--- src/rtl/pso_seq_pkg.sv ---
package pso_seq_pkg;

    typedef enum logic [3:0] {
        S_ON,
        S_CLKOFF,
        S_ISO,
        S_SAVE,
        S_OFF,
        S_PWRUP,
        S_RESET,
        S_RESTORE,
        S_UNISO
    } pso_state_e;

    typedef struct packed {
        logic clk_en;
        logic iso_n;
        logic ret_n;
        logic pwr_off;
        logic dom_rst_n;
        logic powered;
    } pso_ctrl_t;

    localparam int NUM_ISO_OUT = 2;

endpackage

--- src/rtl/pso_seq_fsm.sv ---
module pso_seq_fsm
    import pso_seq_pkg::*;
(
    input  logic      clk,
    input  logic      rst_n,
    input  logic      sleep_req,
    input  logic      wake_req,
    output pso_ctrl_t ctrl
);

    pso_state_e state_q, state_d;
    logic       sleep_pend_q, wake_pend_q;
    logic       go_sleep, go_wake;
    logic       steady;

    assign go_sleep = sleep_req | sleep_pend_q;
    assign go_wake  = wake_req  | wake_pend_q;
    assign steady   = (state_q == S_ON) || (state_q == S_OFF);

    // next-state selection
    always_comb begin
        state_d = state_q;
        unique case (state_q)
            S_ON:      if (go_sleep) state_d = S_CLKOFF;
            S_CLKOFF:  state_d = S_ISO;
            S_ISO:     state_d = S_SAVE;
            S_SAVE:    state_d = S_OFF;
            S_OFF:     if (go_wake) state_d = S_PWRUP;
            S_PWRUP:   state_d = S_RESET;
            S_RESET:   state_d = S_RESTORE;
            S_RESTORE: state_d = S_UNISO;
            S_UNISO:   state_d = S_ON;
            default:   state_d = S_ON;
        endcase
    end

    // state register and held requests
    always_ff @(posedge clk or negedge rst_n) begin
        if (!rst_n) begin
            state_q      <= S_ON;
            sleep_pend_q <= 1'b0;
            wake_pend_q  <= 1'b0;
        end else begin
            state_q      <= state_d;
            sleep_pend_q <= steady ? 1'b0 : (sleep_pend_q | sleep_req);
            wake_pend_q  <= steady ? 1'b0 : (wake_pend_q | wake_req);
        end
    end

    // control decode per state
    always_comb begin
        ctrl = '{clk_en: 1'b0, iso_n: 1'b0, ret_n: 1'b0,
                 pwr_off: 1'b0, dom_rst_n: 1'b1, powered: 1'b0};
        unique case (state_q)
            S_ON: begin
                ctrl.clk_en  = 1'b1;
                ctrl.iso_n   = 1'b1;
                ctrl.ret_n   = 1'b1;
                ctrl.powered = 1'b1;
            end
            S_CLKOFF: begin
                ctrl.iso_n = 1'b1;
                ctrl.ret_n = 1'b1;
            end
            S_ISO:     ctrl.ret_n = 1'b1;
            S_SAVE:    ctrl.ret_n = 1'b0;
            S_OFF:     ctrl.pwr_off = 1'b1;
            S_PWRUP:   ctrl.pwr_off = 1'b0;
            S_RESET:   ctrl.dom_rst_n = 1'b0;
            S_RESTORE: ctrl.ret_n = 1'b1;
            S_UNISO: begin
                ctrl.iso_n = 1'b1;
                ctrl.ret_n = 1'b1;
            end
            default: ctrl.powered = 1'b0;
        endcase
    end

    // shut-off ordering
    p_iso_after_gate_r2: assert property (@(posedge clk) disable iff (!rst_n)
        $fell(ctrl.iso_n) |-> !ctrl.clk_en && $past(!ctrl.clk_en));
    p_ret_after_iso_r2: assert property (@(posedge clk) disable iff (!rst_n)
        $fell(ctrl.ret_n) |-> !ctrl.iso_n && $past(!ctrl.iso_n));
    p_switch_after_ret_r2: assert property (@(posedge clk) disable iff (!rst_n)
        $rose(ctrl.pwr_off) |-> !ctrl.ret_n && $past(!ctrl.ret_n));
    // wake ordering
    p_restore_after_reset_r7: assert property (@(posedge clk) disable iff (!rst_n)
        $rose(ctrl.ret_n) |-> $past(!ctrl.dom_rst_n) && !ctrl.pwr_off);
    p_uniso_after_restore_r7: assert property (@(posedge clk) disable iff (!rst_n)
        $rose(ctrl.iso_n) |-> ctrl.ret_n && $past(ctrl.ret_n));
    p_ungate_last_r7: assert property (@(posedge clk) disable iff (!rst_n)
        $rose(ctrl.clk_en) |-> ctrl.iso_n && $past(ctrl.iso_n));
    // steady powered state has every control released
    p_powered_clean_r1: assert property (@(posedge clk) disable iff (!rst_n)
        ctrl.powered |-> ctrl.clk_en && ctrl.iso_n && ctrl.ret_n
                         && !ctrl.pwr_off && ctrl.dom_rst_n);

endmodule

--- src/rtl/pso_domain_model.sv ---
module pso_domain_model #(
    parameter int STATE_W = 8
) (
    input  logic                                 clk,
    input  logic                                 rst_n,
    input  logic                                 clk_en,
    input  logic                                 ret_n,
    input  logic                                 pwr_off,
    input  logic                                 dom_rst_n,
    input  logic                                 load,
    input  logic [STATE_W-1:0]                   data,
    output logic [STATE_W-1:0]                   state_q,
    output logic [pso_seq_pkg::NUM_ISO_OUT-1:0]  raw_out
);

    logic [STATE_W-1:0] keep_q;
    logic               ret_seen_q;
    logic               ret_fall, ret_rise;

    assign ret_fall = ret_seen_q & ~ret_n;
    assign ret_rise = ~ret_seen_q & ret_n;

    always_ff @(posedge clk or negedge rst_n) begin
        if (!rst_n) begin
            ret_seen_q <= 1'b1;
            keep_q     <= '0;
        end else begin
            ret_seen_q <= ret_n;
            if (ret_fall) keep_q <= state_q;
        end
    end

    always_ff @(posedge clk or negedge rst_n) begin
        if (!rst_n) begin
            state_q <= '0;
        end else if (pwr_off) begin
            state_q <= 'x;
        end else if (!dom_rst_n) begin
            state_q <= '0;
        end else if (ret_rise) begin
            state_q <= keep_q;
        end else if (clk_en && load) begin
            state_q <= data;
        end
    end

    assign raw_out[0] = ^state_q;
    assign raw_out[1] = |state_q;

    p_capture_r6: assert property (@(posedge clk) disable iff (!rst_n)
        $fell(ret_n) |=> keep_q == $past(state_q));
    p_restore_r6: assert property (@(posedge clk) disable iff (!rst_n)
        $rose(ret_n) |=> state_q == $past(keep_q));
    p_gated_hold_r5: assert property (@(posedge clk) disable iff (!rst_n)
        (!clk_en && ret_n && dom_rst_n && !pwr_off && $past(ret_n)) |=> $stable(state_q));

endmodule

--- src/rtl/pso_iso_bank.sv ---
module pso_iso_bank #(
    parameter int           NUM   = 2,
    parameter logic [NUM-1:0] CLAMP = '0
) (
    input  logic           clk,
    input  logic           rst_n,
    input  logic           iso_n,
    input  logic [NUM-1:0] raw_in,
    output logic [NUM-1:0] iso_out
);

    for (genvar i = 0; i < NUM; i++) begin : g_cell
        assign iso_out[i] = iso_n ? raw_in[i] : CLAMP[i];

        p_clamp_r3: assert property (@(posedge clk) disable iff (!rst_n)
            !iso_n |-> iso_out[i] == CLAMP[i]);
        p_stable_r4: assert property (@(posedge clk) disable iff (!rst_n)
            (!iso_n && $past(!iso_n)) |-> $stable(iso_out[i]));
        p_no_x_r4: assert property (@(posedge clk) disable iff (!rst_n)
            !iso_n |-> !$isunknown(iso_out[i]));
    end

endmodule

--- src/rtl/pso_seq_ctrl.sv ---
module pso_seq_ctrl
    import pso_seq_pkg::*;
#(
    parameter int                     STATE_W = 8,
    parameter logic [NUM_ISO_OUT-1:0] CLAMP   = 2'b10
) (
    input  logic                   clk,
    input  logic                   rst_n,
    input  logic                   sleep_req,
    input  logic                   wake_req,
    input  logic                   dom_load,
    input  logic [STATE_W-1:0]     dom_data,
    output logic                   clk_en,
    output logic                   iso_n,
    output logic                   ret_n,
    output logic                   pwr_off,
    output logic                   dom_rst_n,
    output logic                   powered,
    output logic [STATE_W-1:0]     dom_state,
    output logic [NUM_ISO_OUT-1:0] dom_out
);

    pso_ctrl_t              ctrl;
    logic [NUM_ISO_OUT-1:0] raw;

    pso_seq_fsm u_fsm (
        .clk       (clk),
        .rst_n     (rst_n),
        .sleep_req (sleep_req),
        .wake_req  (wake_req),
        .ctrl      (ctrl)
    );

    pso_domain_model #(.STATE_W(STATE_W)) u_dom (
        .clk       (clk),
        .rst_n     (rst_n),
        .clk_en    (ctrl.clk_en),
        .ret_n     (ctrl.ret_n),
        .pwr_off   (ctrl.pwr_off),
        .dom_rst_n (ctrl.dom_rst_n),
        .load      (dom_load),
        .data      (dom_data),
        .state_q   (dom_state),
        .raw_out   (raw)
    );

    pso_iso_bank #(.NUM(NUM_ISO_OUT), .CLAMP(CLAMP)) u_iso (
        .clk     (clk),
        .rst_n   (rst_n),
        .iso_n   (ctrl.iso_n),
        .raw_in  (raw),
        .iso_out (dom_out)
    );

    assign clk_en    = ctrl.clk_en;
    assign iso_n     = ctrl.iso_n;
    assign ret_n     = ctrl.ret_n;
    assign pwr_off   = ctrl.pwr_off;
    assign dom_rst_n = ctrl.dom_rst_n;
    assign powered   = ctrl.powered;

endmodule

--- config.mk ---
export PLATFORM = sky130hd
export DESIGN_NAME = pso_seq_ctrl
export DESIGN_NICKNAME = d
export VERILOG_FILES = /design/src/rtl/pso_seq_pkg.sv /design/src/rtl/pso_seq_fsm.sv /design/src/rtl/pso_domain_model.sv /design/src/rtl/pso_iso_bank.sv /design/src/rtl/pso_seq_ctrl.sv
export SDC_FILE = /design/constraint.sdc
export NUM_CORES = 1
export LEC_CHECK = 0
export ABC_CLOCK_PERIOD_IN_PS = 1700
export CAP_MARGIN = 20
export CORE_ASPECT_RATIO = 2
export CORE_MARGIN = 2
export CORE_UTILIZATION = 30
export CTS_BUF_LIST = sky130_fd_sc_hd__clkbuf_8
export DETAILED_ROUTE_END_ITERATION = 8
export REMOVE_ABC_BUFFERS = 1
export SLEW_MARGIN = 20
export SYNTH_ARGS = -nofsm -noshare
export SYNTH_HDL_FRONTEND = slang
export SYNTH_HIERARCHICAL = 1
export SYNTH_SLANG_ARGS = --single-unit
export TNS_END_PERCENT = 50
--- constraint.sdc ---
create_clock -name clk -period 1.7 [get_ports clk]
set_input_delay 0.255 -clock clk [delete_from_list [all_inputs] [get_ports clk]]
set_output_delay 0.255 -clock clk [all_outputs]
set_load 0.02 [all_outputs]
Word level (Yosys, flattened, before mapping)
Index checks and enable logic that the tools add are counted.
{"block": "totals", "reg_bits": 23, "latchBits": 0, "mem_bits_rw": 0, "mem_bits_ro": 0, "inputBits": 13, "out_inout_bits": 16, "wordCells": 47, "mem_count": 0}
{"block": "classes", "add_sub_neg": 0, "mul": 0, "div": 0, "n_lt_le_gt_ge": 0, "n_eq_ne": 10, "shift": 0, "mux": 16, "bitwise_logic": 6, "n_reduce_logical": 9}
{"op": "$mux 8", "count": 4}
{"op": "$pmux 4 s8", "count": 1}
{"op": "$eq 4x3->1 const B", "count": 4}
{"op": "$mux 1", "count": 9}
{"op": "$eq 4x2->1 const B", "count": 2}
{"op": "$mux 4", "count": 2}
{"op": "$reduce_or 8->1", "count": 1}
{"op": "$reduce_xor 8->1", "count": 1}
{"op": "$reduce_or 5->1", "count": 1}
{"op": "$eq 4x1->1 const B", "count": 1}
{"op": "$eq 4x4->1 const B", "count": 1}
{"op": "$logic_not 4->1", "count": 1}
{"op": "$ne 2x1->1 const B", "count": 2}
{"op": "$reduce_bool 4->1", "count": 1}
{"op": "$reduce_or 3->1", "count": 1}
{"op": "$and 1x1->1", "count": 2}
{"op": "$not 1->1", "count": 2}
{"op": "$or 1x1->1", "count": 2}
{"op": "$reduce_and 2->1", "count": 1}
{"op": "$logic_and 1x1->1", "count": 1}
{"op": "$logic_or 1x1->1", "count": 1}

Logic depth before layout (Yosys ltp)
{"block": "depth", "ltp_word": 7, "mapped_depth": 7, "ltp_nobuf": 5}

Cells and area by module
The synthesis kept the hierarchy.
{"module": "pso_domain_model", "n_inst": 1, "cells_each": 74, "area_each_um2": 822.0, "seq_area_each_um2": 426.7}
{"module": "pso_seq_fsm", "n_inst": 1, "cells_each": 31, "area_each_um2": 320.3, "seq_area_each_um2": 150.1}
{"module": "pso_iso_bank", "n_inst": 1, "cells_each": 2, "area_each_um2": 12.5, "seq_area_each_um2": 0.0}

Least setup slack after synthesis
Ideal clock, no wire load.
{"block": "synth_timing", "kind": "reg2reg", "from": "register u_fsm.state_q[3]", "to": "register u_dom.state_q[0]", "setup_time_ns": 0.084, "arrival_ns": 2.179, "required_time_ns": 1.616, "setup_slack_ns": -0.563, "stages_incl_launch_ff": 8, "n_path_buf": 2, "cell_sequence": "dfrtp_1 -> buf_6 -> a211oi_1 -> or3_1 -> nand2b_4 -> buf_6 -> a31o_4 -> o22ai_1"}
{"block": "synth_between", "elab_chain_cells": 7, "word_cells_on_any_way": 17}
{"item": "start, declared", "line_no": "pso_seq_fsm.sv:11", "source": "pso_state_e state_q, state_d;"}
{"item": "start signal, assigned", "line_no": "pso_seq_fsm.sv:44", "source": "state_q <= state_d;"}
{"item": "$eq 4x2->1 (tied with other cells)", "line_no": "pso_seq_fsm.sv:54", "source": "unique case (state_q)"}
{"item": "$reduce_or 5->1 (no source line) *"}
{"item": "$mux 1 *", "line_no": "pso_seq_fsm.sv:54"}
{"item": "via ret_n", "line_no": "pso_seq_ctrl.sv:15", "source": "output logic ret_n,"}
{"item": "$and 1x1->1 *", "line_no": "pso_domain_model.sv:21", "source": "assign ret_rise = ~ret_seen_q & ret_n;"}
{"item": "$mux 8", "line_no": "pso_domain_model.sv:40", "source": "end else if (ret_rise) begin"}
{"item": "$mux 8", "line_no": "pso_domain_model.sv:38", "source": "end else if (!dom_rst_n) begin"}
{"item": "$mux 8", "line_no": "pso_domain_model.sv:36", "source": "end else if (pwr_off) begin"}
{"item": "end signal, assigned", "line_no": "pso_domain_model.sv:41", "source": "state_q <= keep_q;"}
{"item": "end signal, assigned", "line_no": "pso_domain_model.sv:43", "source": "state_q <= data;"}
{"item": "end, declared", "line_no": "pso_domain_model.sv:12", "source": "output logic [STATE_W-1:0] state_q,"}
The timed path passes the listed nets; every way through them passes the cells marked *. The select of a mux whose other input is x is not followed.
A chain may end at the register's enable or synchronous reset.

Worst setup path in the final report
{"block": "layout_timing", "from": "register u_fsm.state_q[0]", "to": "register u_dom.state_q[2]"}
{"block": "layout_between", "elab_chain_cells": 7, "word_cells_on_any_way": 17}
{"item": "$eq 4x2->1 (tied with other cells)", "line_no": "pso_seq_fsm.sv:54"}
{"item": "$reduce_or 5->1 (no source line)"}
{"item": "$mux 1", "line_no": "pso_seq_fsm.sv:54"}
{"item": "$and 1x1->1", "line_no": "pso_domain_model.sv:21"}
{"item": "$mux 8", "line_no": "pso_domain_model.sv:40"}
{"item": "$mux 8", "line_no": "pso_domain_model.sv:38"}
{"item": "$mux 8", "line_no": "pso_domain_model.sv:36"}
Parallel ways exist; a longest one is shown, timed or not. The select of a mux whose other input is x is not followed.

==> results.md <==
* Antenna violations before repair at 0
* Failing checks: setup timing
* Req. time, crit path at 1.84 ns
* CP max-delay cell: dfrtp_1
* Antenna Nets Post-Route at 0
* RePlAce Congestion at 0.716
* Pwr/cell area at 2370 nW/µm²
* Total core area at 3650 µm²
* Seq/Total Area, Yosys at 49.9%
* Worst path arrival time at 1.93 ns
* Clock Skew at 0.00186 ns
* Async SR Flop Fraction at 100%
* Commonest non-fill, non-tap cell in the layout: buf_4
* Yosys reg bits at 23
* First-pass GRT wire length at 4760 µm
* Post-synth EDFFs at 0
* Commonest non-fill, non-tap cells in the layout: 35 x buf_4, 21 x dfrtp_1, 17 x clkdlybuf4s50_1, 13 x buf_6, 9 x nand2_1
* CP peak stage delay at 0.42 ns
* Layout filler cell count at 342
* Worst-Margin Slew at 0.422 ns
* Critical Path Source Type: flip-flop
* Worst hold path class: in2async
* Wirelength, routed at 3120 µm
* Root buf cell: clkbuf_8
* Final hold violation count at 0
* Die area at 4390 µm²
* Final core utilization at 54.5%
* Max_cap viols at 0
* Synth top area share at 47.7%
* Status: finished, violations left
* Vias in the first global route at 1065
* Detailed Place HPWL at 2120 µm
* Share of cells above drive strength 1 at 52.3%
* RSZ-0062 raised after global routing: yes
* Initial cell density of the core at 31.7%
* Metal3 WL at 110 µm
* Crit path buf inv count at 3
* CP endpoint kind: flip-flop
* Slew HR at 71.2%
* Die H at 91.7 µm
* Top post-synthesis cells by area: dfrtp_1 48%, mux2i_1 6.9%, ha_1 4.3%
* Syn-to-layout area delta at 72.0%
* DRT Pass-1 Iters at 4
* Vias per cell at 4.74
* CTS Buffer Depth at 2
* Final setup violation count at 16
* Clk Latency, worst-skew pair at 0.26 ns
* CTS Sinks at 23
* Max FO, Critical Path at 6
* Pleak at 0.916 nW
* Nets at 192
* CTS buffer count at 3
* # rows at 31
* CTS tree: yes
* Fmax at 0.558 GHz
* Mapped cell area at 1150 µm²
* Crit path time final at 1.79 ns
* Met2 WL at 1800 µm
* Delay-heaviest family, CP: simple AND/OR/NAND/NOR gates
* Pin count of the biggest net entering global routing at 24
* GRT overflow at 0
* CTS clock-pin slew for the worst setup and hold paths at 0.08 ns
* Period utilisation layout at 105%
* Initial DRC count at 12
* WS Path Type: reg2reg
* Most common cell type on the critical path: buf_6
* # DRC at 0
* Fin. max-slew vios at 0
* Top_reg_cell synth: dfrtp_1
* Via count at 1058
* Synth cell types at 33
* Max VDD drop at 1.26 mV
* # H-tree levels at 1
* Tot GR Track Use at 14.7%
* CP Cell Sequence: buf_6 -> a211oi_4 -> or3_4 -> buf_6 -> nand2b_4 -> buf_8 -> mux2i_1 -> o22ai_2
* Yosys warnings at 6
* WL per Instance at 14.0 µm
* Dominant cell type by area after synthesis: dfrtp_1
* DR top layer: met4
* Cells after synthesis at 107
* # IOs at 29
* Final setup margin at -0.0912 ns
* I/O Buffers at 28
* Routed met1 length at 1180 µm
* Die X-Extent at 47.9 µm
* Worst Hold Slack at 0.358 ns
* Synth Area per Inst at 10.8 µm²
* Setup TNS at -0.719 ns
* Ant. Diodes at 0
## registers in the layout, indices dropped and copies added (netlist names)
signal,cells
u_dom/keep_q,8
u_dom/ret_seen_q,1
u_dom/state_q,8
u_fsm/sleep_pend_q,1
u_fsm/state_q,4
u_fsm/wake_pend_q,1
## where the power goes
| part | switching [mW] | internal (mW) |
|---|---|---|
| Combinational | 1.58 | 1.83 |
| Sequential | 0.153 | 0.809 |
| Clock | 0.171 | 0.163 |
## stage by stage
step | instances | setup WS [ns] | total power, mW | cell area, µm²
2_1_floorplan | 101 | -0.912 | 2.32 | 1100
4_1_cts | 219 | -0.253 | 4.30 | 1860
5_1_grt | 223 | -0.154 | 5.03 | 1990
6_report | 223 | -0.0912 | 4.71 | 1990
3_3_place_gp | 207 | -0.282 | 3.43 | 1660
3_5_place_dp | 207 | -0.286 | 3.49 | 1660
## path summary, 6_finish.rpt
path,startpoint,endpoint,slack [ns],cells after the start
worst min register to register,u_dom/keep_q[1],u_dom/keep_q[1],0.50,2
worst max-delay path,u_fsm/state_q[0],u_dom/state_q[2],-0.09,8
worst min-delay path,rst_n,u_fsm/wake_pend_q,0.36,2
worst max register to register,u_fsm/state_q[0],u_dom/state_q[2],-0.09,8
min in group clk,u_dom/keep_q[1],u_dom/keep_q[1],0.50,2
max in group asynchronous,rst_n,u_dom/ret_seen_q,1.06,2
## Yosys cell counts, drive strengths merged (2+ instances only)
master	n
dfrtp	22
inv	10
nand2	10
mux2i	8
o21ai	8
o22ai	8
buf	6
nor2	6
ha	4
xnor2	3
nand2b	2
nand4	2
nor3	2
## logic make-up after synthesis
family / Yosys count / synth area share, %
AND/OR/NAND/NOR: 31 / 15.8
flip-flops: 23 / 49.9
AO/OA/AOI/OAI: 21 / 12.0
buffers and inverters: 16 / 7.91
multiplexers: 8 / 6.93
XOR/XNOR: 4 / 3.03
adder cells (fa/ha/maj): 4 / 4.33
## layout make-up
class,instances,area (µm²),area share (%)
clock buffers,3,41.3,2.08
well taps,49,61.3,3.09
flip-flops and latches,23,578,29.1
repair buffers,69,609,30.7
clock inverters,1,5.00,0.252
multi-input cells,68,652,32.8
inverters,10,40.0,2.02
## routing by layer
layer	track usage, %	vias to the layer above
met5	0	-
met4	3.38	0
met3	1.77	4
met2	26.9	23
met1	16.8	527
li1	-	504
## what timing repair did
action,CTS,global route
endpoints found under the setup margin,24,23
cloned,0,0
buffers inserted,8,5
hold buffers,0,0
pin swaps,9,16
gates resized for setup,59,35
No activity file was read; power rests on OpenSTA's default activity.
